**src/rtl/exc_entry_pkg.sv**
```systemverilog
package exc_entry_pkg;
  localparam int DATA_W = 32;
  localparam int SEL_W  = 3;
  localparam int CODE_W = 5;
  localparam int COP_W  = 2;

  // register select codes
  localparam logic [SEL_W-1:0] SEL_STATUS = 3'd0;
  localparam logic [SEL_W-1:0] SEL_CAUSE  = 3'd1;
  localparam logic [SEL_W-1:0] SEL_EPC    = 3'd2;
  localparam logic [SEL_W-1:0] SEL_BAD    = 3'd3;
  localparam logic [SEL_W-1:0] SEL_SRS    = 3'd4;
  localparam logic [SEL_W-1:0] SEL_ENTHI  = 3'd5;
  localparam logic [SEL_W-1:0] SEL_CTX    = 3'd6;

  // exception codes the block treats specially
  localparam logic [CODE_W-1:0] CODE_TLB_MOD = 5'h01;
  localparam logic [CODE_W-1:0] CODE_TLB_LD  = 5'h02;
  localparam logic [CODE_W-1:0] CODE_TLB_ST  = 5'h03;
  localparam logic [CODE_W-1:0] CODE_ADE_ST  = 5'h05;
  localparam logic [CODE_W-1:0] CODE_INT     = 5'h0A;
  localparam logic [CODE_W-1:0] CODE_COPU    = 5'h0B;
  localparam logic [CODE_W-1:0] CODE_OVF     = 5'h0C;

  // field positions
  localparam int ST_EXL   = 1;
  localparam int ST_BEV   = 22;
  localparam int ST_CU1   = 29;
  localparam int CA_BD    = 31;
  localparam int CA_IV    = 23;
  localparam int CA_CE_LO = 28;
  localparam int CA_EC_LO = 2;
  localparam int SRS_CUR  = 0;
  localparam int SRS_PRV  = 6;
  localparam int SRS_EXC  = 12;
  localparam int SET_W    = 4;
  localparam int VPN_LO   = 13;
  localparam int VPN_W    = DATA_W - VPN_LO;
  localparam int CTX_LO   = 4;

  typedef struct packed {
    logic commit;
    logic swapSet;
    logic loadBad;
    logic loadTlb;
    logic ceFromCop;
    logic bootVec;
  } ctlStrobe_t;

  typedef enum logic [1:0] {
    ST_BOOT     = 2'd0,
    ST_BOOTREDIR = 2'd1,
    ST_IDLE     = 2'd2,
    ST_REDIR    = 2'd3
  } ctlState_e;
endpackage

```
**src/rtl/exc_entry_ctrl.sv**
```systemverilog
module exc_entry_ctrl
  import exc_entry_pkg::*;
(
  input  logic              clk,
  input  logic              rst,
  input  logic              reqValid,
  input  logic [CODE_W-1:0] reqCode,
  input  logic              exlNow,
  input  logic              bevNow,
  output ctlStrobe_t        strobe,
  output logic              busy,
  output logic              rdValid
);
  ctlState_e stateQ, stateD;
  logic accept;
  logic codeBad, codeTlb;

  assign accept  = reqValid && (stateQ == ST_IDLE);
  assign codeBad = (reqCode >= CODE_TLB_MOD) && (reqCode <= CODE_ADE_ST);
  assign codeTlb = (reqCode >= CODE_TLB_MOD) && (reqCode <= CODE_TLB_ST);

  always_comb begin
    stateD = stateQ;
    unique case (stateQ)
      ST_BOOT:      stateD = ST_BOOTREDIR;
      ST_BOOTREDIR: stateD = ST_IDLE;
      ST_IDLE:      stateD = accept ? ST_REDIR : ST_IDLE;
      ST_REDIR:     stateD = ST_IDLE;
      default:      stateD = ST_IDLE;
    endcase
  end

  always_ff @(posedge clk) begin
    if (rst) stateQ <= ST_BOOT;
    else     stateQ <= stateD;
  end

  always_comb begin
    strobe.commit    = accept;
    strobe.swapSet   = accept && !exlNow && !bevNow;
    strobe.loadBad   = accept && codeBad;
    strobe.loadTlb   = accept && codeTlb;
    strobe.ceFromCop = accept && (reqCode == CODE_COPU);
    strobe.bootVec   = (stateQ == ST_BOOT);
  end

  assign busy    = (stateQ != ST_IDLE);
  assign rdValid = (stateQ == ST_BOOTREDIR) || (stateQ == ST_REDIR);

  AST_ACCEPT_REDIRECT: assert property (@(posedge clk) disable iff (rst)
    accept |=> rdValid);
  AST_STROBE_SINGLE: assert property (@(posedge clk) disable iff (rst)
    rdValid |=> !rdValid);
  AST_BUSY_IGNORES: assert property (@(posedge clk) disable iff (rst)
    (rdValid && reqValid) |=> !rdValid);
  AST_NO_ACCEPT_BUSY: assert property (@(posedge clk) disable iff (rst)
    busy |-> !strobe.commit);
endmodule

```
**src/rtl/exc_entry_dp.sv**
```systemverilog
module exc_entry_dp
  import exc_entry_pkg::*;
#(
  parameter logic [DATA_W-1:0] RESET_VEC  = 32'hBFC0_0000,
  parameter logic [DATA_W-1:0] BOOT_OVF   = 32'hBFC0_0200,
  parameter logic [DATA_W-1:0] GEN_OFS    = 32'h0000_0180,
  parameter logic [DATA_W-1:0] INT_OFS    = 32'h0000_0200,
  parameter int                INSN_BYTES = 4
)(
  input  logic              clk,
  input  logic              rst,
  input  ctlStrobe_t        strobe,
  input  logic [CODE_W-1:0] reqCode,
  input  logic              reqRefill,
  input  logic              reqIntr,
  input  logic [DATA_W-1:0] reqAddr,
  input  logic [COP_W-1:0]  reqCopId,
  input  logic [DATA_W-1:0] curPc,
  input  logic [DATA_W-1:0] curNextPc,
  input  logic [DATA_W-1:0] ebase,
  input  logic              regWrEn,
  input  logic [SEL_W-1:0]  regWrSel,
  input  logic [DATA_W-1:0] regWrData,
  input  logic [SEL_W-1:0]  regRdSel,
  output logic [DATA_W-1:0] regRdData,
  output logic              exlNow,
  output logic              bevNow,
  output logic [DATA_W-1:0] rdPc,
  output logic [DATA_W-1:0] rdNextPc,
  output logic [DATA_W-1:0] rdNextNextPc
);
  localparam logic [DATA_W-1:0] STEP       = DATA_W'(INSN_BYTES);
  localparam logic [DATA_W-1:0] STATUS_RST = (DATA_W'(1) << ST_CU1) | (DATA_W'(1) << ST_BEV);

  logic [DATA_W-1:0] statusQ, causeQ, epcQ, badQ, srsQ, entHiQ, ctxQ, handlerQ;
  logic [DATA_W-1:0] handlerD;
  logic inSlot, isRefill, isIntr, swWrite;

  assign exlNow   = statusQ[ST_EXL];
  assign bevNow   = statusQ[ST_BEV];
  assign inSlot   = (curPc + STEP) != curNextPc;
  assign isRefill = reqRefill && ((reqCode == CODE_TLB_LD) || (reqCode == CODE_TLB_ST));
  assign isIntr   = reqIntr && (reqCode == CODE_INT);
  assign swWrite  = regWrEn && !strobe.commit;

  // handler selection, using register values from before entry
  always_comb begin
    if (isRefill)
      handlerD = exlNow ? (ebase + GEN_OFS) : ebase;
    else if (isIntr)
      handlerD = causeQ[CA_IV] ? (ebase + INT_OFS) : (ebase + GEN_OFS);
    else if ((reqCode == CODE_OVF) && bevNow)
      handlerD = BOOT_OVF;
    else
      handlerD = ebase + GEN_OFS;
  end

  always_ff @(posedge clk) begin
    if (rst) begin
      statusQ <= STATUS_RST;
    end else if (strobe.commit) begin
      statusQ[ST_EXL] <= 1'b1;
    end else if (swWrite && regWrSel == SEL_STATUS) begin
      statusQ <= regWrData;
    end
  end

  always_ff @(posedge clk) begin
    if (rst) begin
      causeQ <= '0;
    end else if (strobe.commit) begin
      causeQ[CA_BD] <= inSlot;
      causeQ[CA_CE_LO +: COP_W]  <= strobe.ceFromCop ? reqCopId : '0;
      causeQ[CA_EC_LO +: CODE_W] <= reqCode;
    end else if (swWrite && regWrSel == SEL_CAUSE) begin
      causeQ <= regWrData;
    end
  end

  always_ff @(posedge clk) begin
    if (rst) begin
      epcQ <= '0;
    end else if (strobe.commit) begin
      epcQ <= inSlot ? (curPc - STEP) : curPc;
    end else if (swWrite && regWrSel == SEL_EPC) begin
      epcQ <= regWrData;
    end
  end

  always_ff @(posedge clk) begin
    if (rst) begin
      badQ <= '0;
    end else if (strobe.loadBad) begin
      badQ <= reqAddr;
    end else if (swWrite && regWrSel == SEL_BAD) begin
      badQ <= regWrData;
    end
  end

  always_ff @(posedge clk) begin
    if (rst) begin
      srsQ <= '0;
    end else if (strobe.swapSet) begin
      srsQ[SRS_PRV +: SET_W] <= srsQ[SRS_CUR +: SET_W];
      srsQ[SRS_CUR +: SET_W] <= srsQ[SRS_EXC +: SET_W];
    end else if (swWrite && regWrSel == SEL_SRS) begin
      srsQ <= regWrData;
    end
  end

  always_ff @(posedge clk) begin
    if (rst) begin
      entHiQ <= '0;
      ctxQ   <= '0;
    end else if (strobe.loadTlb) begin
      entHiQ[VPN_LO +: VPN_W] <= reqAddr[VPN_LO +: VPN_W];
      ctxQ[CTX_LO +: VPN_W]   <= reqAddr[VPN_LO +: VPN_W];
    end else if (swWrite) begin
      if (regWrSel == SEL_ENTHI) entHiQ <= regWrData;
      if (regWrSel == SEL_CTX)   ctxQ   <= regWrData;
    end
  end

  always_ff @(posedge clk) begin
    if (rst)                 handlerQ <= RESET_VEC;
    else if (strobe.bootVec) handlerQ <= RESET_VEC;
    else if (strobe.commit)  handlerQ <= handlerD;
  end

  assign rdPc         = handlerQ;
  assign rdNextPc     = handlerQ + STEP;
  assign rdNextNextPc = handlerQ + STEP + STEP;

  always_comb begin
    unique case (regRdSel)
      SEL_STATUS: regRdData = statusQ;
      SEL_CAUSE:  regRdData = causeQ;
      SEL_EPC:    regRdData = epcQ;
      SEL_BAD:    regRdData = badQ;
      SEL_SRS:    regRdData = srsQ;
      SEL_ENTHI:  regRdData = entHiQ;
      SEL_CTX:    regRdData = ctxQ;
      default:    regRdData = '0;
    endcase
  end

  AST_EXL_SET: assert property (@(posedge clk) disable iff (rst)
    strobe.commit |=> statusQ[ST_EXL]);
  AST_SET_SWAP: assert property (@(posedge clk) disable iff (rst)
    strobe.swapSet |=> (srsQ[SRS_PRV +: SET_W] == $past(srsQ[SRS_CUR +: SET_W])));
  AST_EPC_SEQ: assert property (@(posedge clk) disable iff (rst)
    (strobe.commit && (curNextPc == curPc + STEP)) |=> (epcQ == $past(curPc) && !causeQ[CA_BD]));
  AST_CE_CLEAR: assert property (@(posedge clk) disable iff (rst)
    (strobe.commit && reqCode != CODE_COPU) |=> (causeQ[CA_CE_LO +: COP_W] == '0));
  AST_REFILL_BASE: assert property (@(posedge clk) disable iff (rst)
    (strobe.commit && isRefill && !exlNow) |=> (rdPc == $past(ebase)));
endmodule

```
**src/rtl/exc_entry_unit.sv**
```systemverilog
module exc_entry_unit
  import exc_entry_pkg::*;
(
  input  logic              clk,
  input  logic              rst,
  input  logic              reqValid,
  input  logic [CODE_W-1:0] reqCode,
  input  logic              reqRefill,
  input  logic              reqIntr,
  input  logic [DATA_W-1:0] reqAddr,
  input  logic [COP_W-1:0]  reqCopId,
  input  logic [DATA_W-1:0] curPc,
  input  logic [DATA_W-1:0] curNextPc,
  input  logic [DATA_W-1:0] ebase,
  input  logic              regWrEn,
  input  logic [SEL_W-1:0]  regWrSel,
  input  logic [DATA_W-1:0] regWrData,
  input  logic [SEL_W-1:0]  regRdSel,
  output logic [DATA_W-1:0] regRdData,
  output logic              busy,
  output logic              rdValid,
  output logic [DATA_W-1:0] rdPc,
  output logic [DATA_W-1:0] rdNextPc,
  output logic [DATA_W-1:0] rdNextNextPc
);
  ctlStrobe_t strobe;
  logic exlNow, bevNow;

  exc_entry_ctrl u_ctrl (
    .clk(clk), .rst(rst), .reqValid(reqValid), .reqCode(reqCode),
    .exlNow(exlNow), .bevNow(bevNow), .strobe(strobe),
    .busy(busy), .rdValid(rdValid)
  );

  exc_entry_dp u_dp (
    .clk(clk), .rst(rst), .strobe(strobe), .reqCode(reqCode),
    .reqRefill(reqRefill), .reqIntr(reqIntr), .reqAddr(reqAddr),
    .reqCopId(reqCopId), .curPc(curPc), .curNextPc(curNextPc), .ebase(ebase),
    .regWrEn(regWrEn), .regWrSel(regWrSel), .regWrData(regWrData),
    .regRdSel(regRdSel), .regRdData(regRdData), .exlNow(exlNow), .bevNow(bevNow),
    .rdPc(rdPc), .rdNextPc(rdNextPc), .rdNextNextPc(rdNextNextPc)
  );
endmodule

```
**config.mk**
```make
export PLATFORM = sky130hd
export DESIGN_NAME = exc_entry_unit
export DESIGN_NICKNAME = d
export VERILOG_FILES = /design/src/rtl/exc_entry_pkg.sv /design/src/rtl/exc_entry_ctrl.sv /design/src/rtl/exc_entry_dp.sv /design/src/rtl/exc_entry_unit.sv
export SDC_FILE = /design/constraint.sdc
export NUM_CORES = 1
export LEC_CHECK = 0
export ABC_AREA = 0
export ABC_CLOCK_PERIOD_IN_PS = 4000
export BUFFER_PORTS_ARGS = -buffer_cell sky130_fd_sc_hd__buf_2
export CORE_MARGIN = 2
export CORE_UTILIZATION = 57
export DETAILED_ROUTE_END_ITERATION = 6
export GPL_TIMING_DRIVEN = 1
export PLACE_DENSITY = 0.82
export RECOVER_POWER = 50
export SETUP_SLACK_MARGIN = 0.15
export SLEW_MARGIN = 20
export SYNTH_ARGS = -nofsm -noshare
export SYNTH_HDL_FRONTEND = slang
export SYNTH_HIERARCHICAL = 1
export SYNTH_SLANG_ARGS = --single-unit
```
**constraint.sdc**
```tcl
create_clock -name clk -period 4 [get_ports clk]
set_input_delay 0.8 -clock clk [delete_from_list [all_inputs] [get_ports clk]]
set_output_delay 0.8 -clock clk [all_outputs]
set_load 0.005 [all_outputs]
```
==> results by group <==
Critical path
  • Slowest cell on crit path: dfxtp_4
  • Most frequent CP cell: buf_4
  • Critical Path RT: between 3 and 4 ns
  • Critical Path AT: 3.26 ns
  • CP Max Fanout: 6
  • Slowest stage delay, CP: 0.37 ns
  • Worst setup EP type: primary output
  • CP Cell Sequence: ha_4 -> and3_4 -> o211ai_1 -> a32oi_2 -> nor4_2 -> buf_4 -> nor4b_4 -> buf_4 -> nand3_4 -> nor3_2 -> xnor2_1 -> buf_2
  • Setup Crit Path Kind: flop to primary output
  • Critical Path Source Type: flop

Pwr
  • Combinational power share: approximately 16%
  • Pwr Density: about 320 nW/µm²
  • Sw Ratio: between 20% and 30%
  • Leak: roughly 0.0077 µW
  • Tot Pwr: 6180 µW
  • P_int: 4430 µW
  • Sequential Power Share: between 40 and 50%
  • Clock power share: roughly two fifths
  • Worst vdd ir: between 0.3 and 0.4 mV
  • Switching pwr: between 1500 and 2000 µW

Timing
  • Final hold slack: 0.455 ns
  • Tightest Pin Transition: between 2 and 2.5 ns
  • Final Hold Vio Count: 0
  • Rel. slew slack: -41.0%
  • Max Slew Vio Count: 180
  • Final setup viols: 3
  • RSZ-0062 raised after global routing: yes
  • Worst setup margin: -0.0621 ns
  • Final period util: 102%
  • FMAX: 246 MHz
  • Final worst path period need: slightly above 4 ns
  • Clock Skews: between 0.01 and 0.015 ns

Clocking
  • Clk Latency, worst-skew pair: ~0.55 ns
  • Root Driver: clkbuf_16
  • H-tree levels: 1
  • Clk sinks: around 260
  • CTS tree: built
  • CTS Buf Count: 27
  • Max clock buf depth: 3
  • CTS clk-pin slew, worst paths: about 0.060 ns

Placed design
  • Place WS: -0.0121 ns
  • Final Wtd Congestion: slightly below 1
  • Placed Instances: ~2,700
  • Detail Placement HPWL: 41.2 mm
  • IO Port Bufs: roughly 310

GRT
  • Largest net degree at the start of global routing: 101
  • Vias in the first global route: 16,800
  • First-pass GRT wire length: between 90 and 100 mm
  • All-layer global routing usage: 36.8%
  • Antenna violations before repair: 1
  • GRT overflow: 0

Yosys
  • Ys Warns: 6
  • Mapped cell area: 16,400 µm²
  • Synth top area share: a little under a third
  • Post-synth top flop: dfxtp_1
  • Cells after Synth: between 2,000 and 2,500
  • Seq/Total Area, Yosys: between 30% and 40%
  • Synth area leaders: dfxtp_1, nand2_1, a21oi_1
  • Syn nets: roughly 2,400
  • Post-synthesis average cell area: 7.54 µm²
  • Post-synth EDFFs: 0
  • Number of distinct library cells after synthesis: 87
  • Asr flop ratio synth: 0%
  • Yosys top cell by area: dfxtp_1
  • Flip-flop and latch count after synthesis: around 260

Detailed routing
  • Drt drc: 0
  • Vias after detailed routing: about 18,000
  • Via density: between 6 and 7
  • DR WL/cell: 20.9 µm
  • Final wirelength: ~59 mm
  • Drt pass-1 iters: 7
  • Routed Antenna Nets: 0
  • Initial DRC count: 2,237

Outcome
  • Outcome: finished, violations left
  • Failing checks: max-capacitance violations, max-slew violations, negative setup slack

Floorplanning
  • Starting density of the core: between 50% and 60%
  • Total die area: between 30,000 and 40,000 µm²
  • Die X-Extent: 173 µm
  • Core area: around 28,000 µm²
  • Die height: ~170 µm
  • # rows: between 60 and 70
  • Ports: ~310

Flow run
  • Max-cap violation count: 2

Final layout
  • Nets: ~2,600
  • P&R area growth vs syn: 18.9%
  • Share of layout cells above drive strength 1: a little under a quarter
  • Finished Layout Cells: ~2,800

Min path
  • HP Class: flop to flop
==> cells in the final DEF (no fill, tap or decap), types with 53 or more instances in the layout <==
cell	count
nand2_1	365
buf_2	305
dfxtp_1	247
nor2_1	200
a21oi_1	179
a211oi_1	94
buf_4	79
xnor2_1	73
nor2b_1	73
nor3_1	61
nand3_1	55
mux2i_1	53
==> through the flow <==
| stage | util (%) | TNS (ns) | instance area, µm² |
|---|---|---|---|
| 2_1_floorplan | - | 0 | 16400 |
| 6_report | 68.3 | -0.169 | 19500 |
| 4_1_cts | 67.9 | 0 | 19300 |
| 3_3_place_gp | 63.8 | 0 | 18200 |
| 5_1_grt | 68.3 | -0.981 | 19500 |
| 3_5_place_dp | 63.8 | -0.0121 | 18200 |
==> area by class of cell <==
class                           count  area (µm²)
Multi-Input combinational cell   1680       10500
Fill cell                        2418        9020
Sequential cell                   258        5190
Timing Repair Buffer              392        2190
Clock buffer                       41         818
Tap cell                          384         480
Inverter                           45         169
Clock inverter                      9        57.6
Antenna cell                        1        2.50
==> what timing repair did <==
| item | in CTS | in global routing |
|---|---|---|
| resized for setup | 56 | 18 |
| cloned | 0 | 0 |
| buffers inserted | 11 | 5 |
| setup endpoints to repair | 15 | 13 |
| pin swaps | 18 | 15 |
| hold buffers | 0 | 0 |
==> synth_stat cells, types with 6 or more instances <==
master,instances
and3_1,21
a211oi_2,6
buf_2,15
a22oi_1,42
a21o_1,21
xnor2_1,76
o31ai_1,15
or3_1,12
mux4_2,10
nand4_1,33
o22ai_1,13
buf_4,8
nor4_1,19
a21oi_1,180
and2_1,7
clkbuf_1,138
o221ai_1,7
mux2i_1,53
nor2b_1,73
nor3_1,68
buf_1,19
o21a_1,8
nand2b_1,17
dfxtp_1,258
ha_1,6
o31a_1,8
o21ai_0,44
and4_1,12
or4_1,10
xor2_1,35
a221oi_1,14
a31oi_1,16
mux2_2,25
nor2_1,203
inv_1,44
nand2_1,365
nand3_1,60
or2_2,9
a211oi_1,94
nand3b_1,9
==> power by group through the flow <==
| stage | sequential, µW | combinational (µW) | clock (µW) |
|---|---|---|---|
| 6_report | 2730 | 974 | 2480 |
| 5_1_grt | 2730 | 1050 | 2590 |
| 4_1_cts | 2720 | 951 | 2480 |
| 3_5_place_dp | 2780 | 939 | 0 |
| 3_3_place_gp | 2780 | 926 | 0 |
| 2_1_floorplan | 2750 | 580 | 0 |
==> flip-flops by register name (all words and copies together) (netlist names) <==
name / flops
u_dp/badQ: 32
u_dp/causeQ: 32
u_dp/ctxQ: 32
u_dp/statusQ: 32
u_dp/rdPc: 32
u_ctrl/stateQ: 2
u_dp/epcQ: 32
u_dp/srsQ: 32
u_dp/entHiQ: 32
==> routing by layer <==
metal	wire, µm	share of wire, %	track usage, %	vias up
li1	-	-	-	8188
met1	22900	39	46.4	8490
met2	27400	47	62.1	1044
met3	5190	8.8	5.13	215
met4	3150	5.4	17.5	0
met5	0	0	0	-
==> cell families (layout without fill, tap and decap cells) <==
logic type / count (synthesis) / in the layout / share of synthesized area, %
AO/OA/AOI/OAI: 525 / 525 / 21.7
flip-flops: 258 / 258 / 31.6
other: 0 / 1 / 0
XOR/XNOR: 111 / 111 / 5.94
buffers and inverters: 232 / 487 / 5.93
adder cells (fa/ha/maj): 6 / 6 / 0.459
AND/OR/NAND/NOR: 950 / 950 / 28.1
multiplexers: 88 / 88 / 6.34
==> path summary, 6_finish.rpt <==
check | startpoint | end | slack, ns | cells past startpoint
max | u_dp/rdPc[2] | rdNextNextPc[29] | -0.06 | 12
min | u_dp/causeQ[1] | u_dp/causeQ[1] | 0.46 | 2
max reg2reg | u_ctrl/stateQ[0] | u_dp/entHiQ[10] | 1.20 | 9
min reg2reg | u_dp/causeQ[1] | u_dp/causeQ[1] | 0.46 | 2
==> worst max-delay path, delay by kind of cell (launching register included) <==
family | cells | cell delay, ns
AND/OR/NAND/NOR | 5 | 1.15
adder cells (fa/ha/maj) | 1 | 0.17
flip-flops | 1 | 0.37
buffers and inverters | 3 | 0.50
AO/OA/AOI/OAI | 2 | 0.37
XOR/XNOR | 1 | 0.16
No activity file was read; power rests on OpenSTA's default activity.
